--- config.mk ---
export PLATFORM = sky130hd
export DESIGN_NAME = irq_arbiter
export DESIGN_NICKNAME = d
export VERILOG_FILES = /design/src/rtl/irq_pkg.sv /design/src/rtl/irq_pick.sv /design/src/rtl/irq_level_track.sv /design/src/rtl/irq_arbiter.sv
export SDC_FILE = /design/constraint.sdc
export NUM_CORES = 1
export LEC_CHECK = 0
export CAP_MARGIN = 20
export CORE_ASPECT_RATIO = 1.5
export CORE_MARGIN = 1.5
export CORE_UTILIZATION = 39
export DETAILED_ROUTE_END_ITERATION = 7
export PLACE_DENSITY_LB_ADDON = 0.15
export SYNTH_ARGS = -nofsm -noshare
export SYNTH_HDL_FRONTEND = slang
export SYNTH_SLANG_ARGS = --single-unit
--- constraint.sdc ---
create_clock -name clk -period 2.96 [get_ports clk]
set_input_delay 0.444 -clock clk [delete_from_list [all_inputs] [get_ports clk]]
set_output_delay 0.444 -clock clk [all_outputs]
set_load 0.03 [all_outputs]
--- src/rtl/irq_pkg.sv ---
// Shared constants and helpers for the interrupt arbiter.
// Assumes twelve sources in fixed natural order and two priority levels.
package irq_pkg;
    localparam int NUM_SRC = 12;
    localparam int NUM_LVL = 2;
    localparam int IDX_W   = $clog2(NUM_SRC);
    localparam int VEC_W   = 16;
    // Sources whose flag hardware may clear on a taken call.
    localparam logic [NUM_SRC-1:0] HW_CLR_MASK = 12'b0110_1100_1111;
    // Index of the source that merges two flags (serial port 0).
    localparam int SER0_IDX = 4;

    // Vector address of a source: eight-byte slots from 03h, two slots skipped after index 4.
    function automatic logic [VEC_W-1:0] vec_of(input logic [IDX_W-1:0] idx);
        int slot;
        slot = (int'(idx) <= SER0_IDX) ? int'(idx) : int'(idx) + 2;
        return VEC_W'(3 + 8 * slot);
    endfunction
endpackage

--- src/rtl/irq_pick.sv ---
// Fixed-order priority picker: reports the lowest-index set bit of req.
// Purely combinational; assumes index 0 is the most urgent request.
module irq_pick #(
    parameter int N     = 12,
    parameter int IDX_W = $clog2(N)
) (
    input  logic [N-1:0]     req,
    output logic             valid,
    output logic [IDX_W-1:0] idx
);
    // Scan from the lowest rank upward so the highest-priority bit is written last.
    always_comb begin
        valid = 1'b0;
        idx   = '0;
        for (int i = N - 1; i >= 0; i--) begin
            if (req[i]) begin
                valid = 1'b1;
                idx   = IDX_W'(i);
            end
        end
    end

    // Winner is a real request and nothing of better rank is pending.
    always_comb begin
        if (valid) begin
            p_win_is_req_r2: assert (req[idx]);
            p_win_lowest_r2: assert ((req & ((N'(1) << idx) - N'(1))) == '0);
        end else begin
            p_idle_no_req_r2: assert (req == '0);
        end
    end
endmodule

--- src/rtl/irq_level_track.sv ---
// In-service level tracker. A taken call sets the bit of its level; a return
// from interrupt clears the highest bit that is set. Assumes calls and returns
// never coincide (the caller blocks calls during a return).
module irq_level_track #(
    parameter int NUM_LVL = 2,
    parameter int LVL_W   = (NUM_LVL > 1) ? $clog2(NUM_LVL) : 1
) (
    input  logic               clk,
    input  logic               rst_n,
    input  logic               set_en,
    input  logic [LVL_W-1:0]   set_lvl,
    input  logic               ret_en,
    output logic [NUM_LVL-1:0] active
);
    logic [NUM_LVL-1:0] top_bit;

    // Isolate the highest set in-service bit.
    always_comb begin
        top_bit = '0;
        for (int l = 0; l < NUM_LVL; l++) begin
            if (active[l]) top_bit = NUM_LVL'(1) << l;
        end
    end

    // Update the in-service bits on calls and returns.
    always_ff @(posedge clk) begin
        if (!rst_n) begin
            active <= '0;
        end else if (ret_en) begin
            active <= active & ~top_bit;
        end else if (set_en) begin
            active <= active | (NUM_LVL'(1) << set_lvl);
        end
    end

    p_ret_clears_top_r8: assert property (@(posedge clk) disable iff (!rst_n)
        (ret_en && active[NUM_LVL-1]) |=> !active[NUM_LVL-1]);
    p_ret_keeps_lower_r8: assert property (@(posedge clk) disable iff (!rst_n)
        (ret_en && active[NUM_LVL-1]) |=> active[0] == $past(active[0]));
    p_set_marks_level_r8: assert property (@(posedge clk) disable iff (!rst_n)
        (set_en && !ret_en) |=> active[$past(set_lvl)]);
endmodule

--- src/rtl/irq_arbiter.sv ---
// Twelve-source vectored interrupt arbiter. Each strobed machine cycle it
// gates the flags, resolves a winner per level, and, when the core reports a
// safe call point, issues a one-cycle call request carrying the vector.
// Assumes the core holds status lines valid around the strobed edge.
module irq_arbiter
    import irq_pkg::*;
#(
    parameter int ADDR_W = VEC_W
) (
    input  logic               clk,
    input  logic               rst_n,
    input  logic               cyc_en,
    input  logic               last_cycle,
    input  logic               ctl_write,
    input  logic               reti_done,
    input  logic               glob_en,
    input  logic [NUM_SRC-1:0] src_flag,
    input  logic               ser0_tx_flag,
    input  logic [NUM_SRC-1:0] src_en,
    input  logic [NUM_SRC-1:0] src_lvl,
    output logic               vec_req,
    output logic [ADDR_W-1:0]  vec_addr,
    output logic [NUM_SRC-1:0] hw_clear,
    output logic [NUM_LVL-1:0] in_service
);
    localparam int LVL_W = (NUM_LVL > 1) ? $clog2(NUM_LVL) : 1;

    logic [NUM_SRC-1:0] raw_req;
    logic [NUM_SRC-1:0] pend;
    logic [NUM_LVL-1:0] lvl_valid;
    logic [IDX_W-1:0]   lvl_idx [NUM_LVL];
    logic [NUM_LVL-1:0] lvl_allow;
    logic               sel_v;
    logic [IDX_W-1:0]   sel_idx;
    logic [LVL_W-1:0]   sel_lvl;
    logic               safe_pt;
    logic               take;
    logic               ret_ev;

    // Merge the two serial flags into one request and apply all enables.
    always_comb begin
        raw_req           = src_flag;
        raw_req[SER0_IDX] = src_flag[SER0_IDX] | ser0_tx_flag;
        pend              = raw_req & src_en & {NUM_SRC{glob_en}};
    end

    // One picker per priority level over the requests assigned to it.
    for (genvar lv = 0; lv < NUM_LVL; lv++) begin : g_lvl
        logic [NUM_SRC-1:0] lvl_req;
        // Keep only requests whose level bit matches this picker.
        always_comb lvl_req = pend & ((lv == 0) ? ~src_lvl : src_lvl);
        irq_pick #(.N(NUM_SRC), .IDX_W(IDX_W)) u_pick (
            .req   (lvl_req),
            .valid (lvl_valid[lv]),
            .idx   (lvl_idx[lv])
        );
    end

    // A level may interrupt only if no routine at it or above is running.
    always_comb begin
        for (int l = 0; l < NUM_LVL; l++) begin
            lvl_allow[l] = ((in_service >> l) == '0);
        end
    end

    // Choose the highest allowed level that has a winner.
    always_comb begin
        sel_v   = 1'b0;
        sel_idx = '0;
        sel_lvl = '0;
        for (int l = 0; l < NUM_LVL; l++) begin
            if (lvl_valid[l] && lvl_allow[l]) begin
                sel_v   = 1'b1;
                sel_idx = lvl_idx[l];
                sel_lvl = LVL_W'(l);
            end
        end
    end

    // Call point and return event as seen by the core's status lines.
    always_comb begin
        safe_pt = cyc_en && last_cycle && !ctl_write && !reti_done;
        take    = safe_pt && sel_v;
        ret_ev  = cyc_en && last_cycle && reti_done;
    end

    irq_level_track #(.NUM_LVL(NUM_LVL), .LVL_W(LVL_W)) u_track (
        .clk     (clk),
        .rst_n   (rst_n),
        .set_en  (take),
        .set_lvl (sel_lvl),
        .ret_en  (ret_ev),
        .active  (in_service)
    );

    // Register the call pulse, its vector and the hardware clear pulse.
    always_ff @(posedge clk) begin
        if (!rst_n) begin
            vec_req  <= 1'b0;
            vec_addr <= '0;
            hw_clear <= '0;
        end else begin
            vec_req  <= take;
            hw_clear <= take ? (HW_CLR_MASK & (NUM_SRC'(1) << sel_idx)) : '0;
            if (take) vec_addr <= ADDR_W'(vec_of(sel_idx));
        end
    end

    p_call_point_r6: assert property (@(posedge clk) disable iff (!rst_n)
        vec_req |-> $past(cyc_en && last_cycle && !ctl_write && !reti_done));
    p_global_gate_r5: assert property (@(posedge clk) disable iff (!rst_n)
        vec_req |-> $past(glob_en));
    p_clear_with_call_r10: assert property (@(posedge clk) disable iff (!rst_n)
        (hw_clear != '0) |-> vec_req);
    p_clear_single_r10: assert property (@(posedge clk) disable iff (!rst_n)
        $onehot0(hw_clear));
    p_call_marks_isr_r8: assert property (@(posedge clk) disable iff (!rst_n)
        vec_req |-> (in_service != '0));
    p_vec_in_slot_r3: assert property (@(posedge clk) disable iff (!rst_n)
        vec_req |-> (vec_addr[2:0] == 3'd3 && vec_addr != 16'h002B && vec_addr != 16'h0033));
endmodule

==> impl_results.md <==
* Result of the run: completed
* Finished layout cell area at roughly 2100 µm²
* Post-placement worst setup slack at -0.01082 ns
* Routability Congestion at around 0.83
* R2R Path Start: u_track.active[1]
* Number of flops mapped to enable cells by yosys at 0
* Worst path setup slack after routing at 0.2089 ns
* Seq/Total Area, Yosys at 0.2466
* Finished Layout Cells at 276
* Initial Utilization at 0.4079
* Capturing element type of the critical path: register
* Clock-pin slew of the registers on the worst-case setup and hold paths at roughly 0.06 ns
* Transition at the pin with the smallest max-transition slack at about 0.52 ns
* Crit-path cells: clkdlybuf4s50_1, buf_12, and4b_1, or4b_1, o41ai_2, a2111oi_4, nand2_2, inv_2, nand3_1, nor2b_1
* Final antenna diode count at 0
* Detailed router's first-iteration violation count at 29
* Power per cell area at between 300 and 400 nW/µm²
* Fin crit share at 0.9294
* Worst Clk Skew at around 0.005 ns
* Chip width at a little over 50 µm
* Setup tns final at 0 ns
* Buffers & Inverters on Critical Path at 3
* Height of the chip at roughly 76 µm
* Unique cell type count in the Yosys netlist at 51
* Post-synth top area share at 0.2466
* Post-detailed-placement cell area at around 2000 µm²
* Post-Route WL at about 3.8 mm
* TritonCTS clock tree: done
* FP Rows at 26
* Async set-or-reset flop fraction in the synthesized netlist at 0
* Final Max Slew Viols at 0
* Area growth from synthesis to layout at 50.41%
* Reg2reg setup slack at between 0.6 and 0.7 ns
* Post-CTS setup-driven buffer insertion count at 0
* Total GRT Usage at 0.1910
* Met3 Resource Use GR at 0.01176
* Most used flip-flop cell after synthesis: sky130_fd_sc_hd__dfxtp_1
* Post-Place Cells at about 270
* Number of global-route vias before repair at about 1.4k
* Kind of launch point of the worst setup path: primary input
* Hold-fix buffers, CTS at 0
* Residual DRC count at 0
* First-pass GRT wire length at 5.658 mm
* Count of instances resized after the clock tree is built at 0
* Required time worst endpoint at approximately 3.1 ns
* Clk Tree Root Cell: sky130_fd_sc_hd__clkbuf_8
* Worst slew slack as a fraction of its limit at 0.6503
* Fraction of layout cells with a size suffix above 1 at 0.1154
* Syn. warnings at 0
* Maximum buffer depth of the clock tree at 2
* Endpoint of the worst hold-timing path: vec_addr[6]
* Number of nets with antenna violations after detailed routing at 0
* Post-synthesis cell type with the largest combined area: sky130_fd_sc_hd__dfxtp_1
* Most area-consuming cells after synthesis: sky130_fd_sc_hd__dfxtp_1 25%, sky130_fd_sc_hd__buf_4 8.2%, sky130_fd_sc_hd__nand4_1 4.5%, sky130_fd_sc_hd__nand4b_1 3.8%, sky130_fd_sc_hd__and4b_1 3.6%
* Die Outline Area at 3912 µm²
* First-pass iteration count of the detailed router at 4
* Post-synthesis instance area at 1380 µm²
* H-Tree Level Count at 1
* #FFs+latches synth at 17
* Total power consumption of the routed design at 676.6 µW
* M2 GR Usage at 0.4103
* Worst Path Class, Setup: primary input to register
* Number of cells on the worst hold path at 2
* CP max stage cell: sky130_fd_sc_hd__or4b_1
* Leak at approximately 0.82 nW
* Worst r2r path cells at 9
* Worst EP arrival at 2.90 ns
* Minimum period implied by the final worst setup slack at approximately 2.8 ns
* Slowest stage delay, CP at approximately 0.60 ns
* Startpoint of the worst hold path: vec_addr[6]
* Synthesized area per cell at just over 8 µm²
* Cell count after synthesis at ~170
* Final setup fails at 0
* Placeable Area at around 3400 µm²
* Later-pin clock latency in the skew report at around 0.25 ns
* Number of ports placed on the die boundary at 75
* Clock buffer count from CTS at 3
* Kind of cell adding the most delay to the critical path: simple AND/OR/NAND/NOR gates
* # Max-Cap Violations at 0
* Ratio of routed vias to standard cells at about 5.5
* Final Net Count at 280
* Achievable clock frequency at approximately 360 MHz
* DR WL/cell at ~14 µm
* Grt met1 use at 0.1571
* Worst r2r dst: vec_addr[5]
* Number of antenna violations at the first check in global routing at 0
* Hold_ws at ~0.48 ns
* Top fanout value on the critical path at 29
* Endpoints failing hold at 0
* Worst IR Drop VDD at 0.0002152 V
* Dpl hpwl at between 3 and 4 mm
* Final core utilization at 0.6135
* Aggregate global routing overflow at 0
* GRT busiest layer: met2
* Pin count of the biggest net entering global routing at 30
* Setup repair after global routing missed its margin: false
* I/O Buffers at 61
* Path class of the lowest-slack min-delay path: register to register
* Clock sinks at 17
* Overall via count from detail_route at 1515
placed cells by master, fill, tap and decap left out, types with 2 or more instances in the layout:
cell type	count
sky130_fd_sc_hd__clkdlybuf4s50_1	61
sky130_fd_sc_hd__dfxtp_1	17
sky130_fd_sc_hd__conb_1	13
sky130_fd_sc_hd__nand2_1	12
sky130_fd_sc_hd__nor2_1	11
sky130_fd_sc_hd__nand4_1	10
sky130_fd_sc_hd__buf_4	10
sky130_fd_sc_hd__nand3_1	7
sky130_fd_sc_hd__nand4b_1	6
sky130_fd_sc_hd__a21oi_1	6
sky130_fd_sc_hd__nor3_1	6
sky130_fd_sc_hd__and4b_1	5
sky130_fd_sc_hd__and4_1	5
sky130_fd_sc_hd__o21ai_0	5
sky130_fd_sc_hd__a31oi_1	4
sky130_fd_sc_hd__inv_1	4
sky130_fd_sc_hd__nor3b_1	4
sky130_fd_sc_hd__o211ai_1	3
sky130_fd_sc_hd__nand2b_1	3
sky130_fd_sc_hd__o31ai_1	3
sky130_fd_sc_hd__clkbuf_8	3
sky130_fd_sc_hd__and2_1	2
sky130_fd_sc_hd__nand3b_1	2
sky130_fd_sc_hd__o32ai_1	2
sky130_fd_sc_hd__inv_2	2
sky130_fd_sc_hd__and3_1	2
flip-flops by register name (all words and copies together), names as in the netlist:
name,flops
hw_clear,8
u_track.active,2
vec_addr,6
vec_req,1
worst register-to-register path, cell delays in order (launching register included):
cell and delay (ns):
sky130_fd_sc_hd__dfxtp_1 0.43, sky130_fd_sc_hd__nor2_1 0.18, sky130_fd_sc_hd__nand3_1 0.13, sky130_fd_sc_hd__or4b_4 0.55, sky130_fd_sc_hd__o22ai_1 0.12, sky130_fd_sc_hd__and2_1 0.20
sky130_fd_sc_hd__ha_1 0.25, sky130_fd_sc_hd__inv_1 0.07, sky130_fd_sc_hd__o31ai_1 0.06, sky130_fd_sc_hd__a32o_1 0.21
logic make-up after synthesis:
kind of cell               synth area share
DFF                                  0.2466
and+or+nand+nor                      0.3962
AOI/OAI and AO/OA                    0.2122
xor gates and xnor gates           0.006347
adders and majority gates          0.009065
buffers and inverters                0.1269
other                              0.002717
synthesized netlist by cell type (2+ instances only):
master and n:
sky130_fd_sc_hd__nand2_1 12, sky130_fd_sc_hd__o31ai_1 3, sky130_fd_sc_hd__buf_4 15, sky130_fd_sc_hd__and2_1 2, sky130_fd_sc_hd__nand4b_1 6, sky130_fd_sc_hd__nor3_1 6
sky130_fd_sc_hd__nor3b_1 4, sky130_fd_sc_hd__nand2b_1 3, sky130_fd_sc_hd__inv_2 2, sky130_fd_sc_hd__dfxtp_1 17, sky130_fd_sc_hd__a31oi_1 4, sky130_fd_sc_hd__inv_1 4
sky130_fd_sc_hd__nand4_1 10, sky130_fd_sc_hd__a21oi_1 6, sky130_fd_sc_hd__and3_1 2, sky130_fd_sc_hd__o32ai_1 2, sky130_fd_sc_hd__o21ai_0 5, sky130_fd_sc_hd__o211ai_1 3
sky130_fd_sc_hd__and4_1 5, sky130_fd_sc_hd__nor2_1 11, sky130_fd_sc_hd__nand3b_1 2, sky130_fd_sc_hd__clkbuf_1 2, sky130_fd_sc_hd__buf_6 2, sky130_fd_sc_hd__and4b_1 5
sky130_fd_sc_hd__buf_2 2, sky130_fd_sc_hd__nand3_1 7
layout make-up:
cell class,instances,area [µm²]
clock buffer,4,45.04
fill,323,1308
inverter,6,22.52
multi-input combinational,135,909.6
sequential,17,340.3
tap,42,52.55
timing repair buffer,72,705.7
worst max path at each step:
stage               startpoint          end  slack [ns]  depth (start not counted)
floorplan              glob_en  vec_addr[5]        0.59                         11
global placement       glob_en  vec_addr[5]       -0.07                          9
detailed placement     glob_en  vec_addr[5]       -0.01                         11
CTS                    glob_en  hw_clear[7]        0.22                         10
global route           glob_en  hw_clear[2]        0.06                         10
finish                 glob_en  hw_clear[7]        0.21                         10
power breakdown:
| part | internal (mW) | switching, mW | total [mW] |
|---|---|---|---|
| Combinational | 0.131 | 0.138 | 0.269 |
| Clock | 0.0956 | 0.0767 | 0.172 |
| Sequential | 0.232 | 0.00332 | 0.235 |
routing by layer:
metal / wire length, µm / share of wire
met3: 140 / 0.037
met5: 0 / 0
met1: 1234 / 0.33
met4: 118 / 0.031
met2: 2257 / 0.60
(Power assumes the default switching activity.)
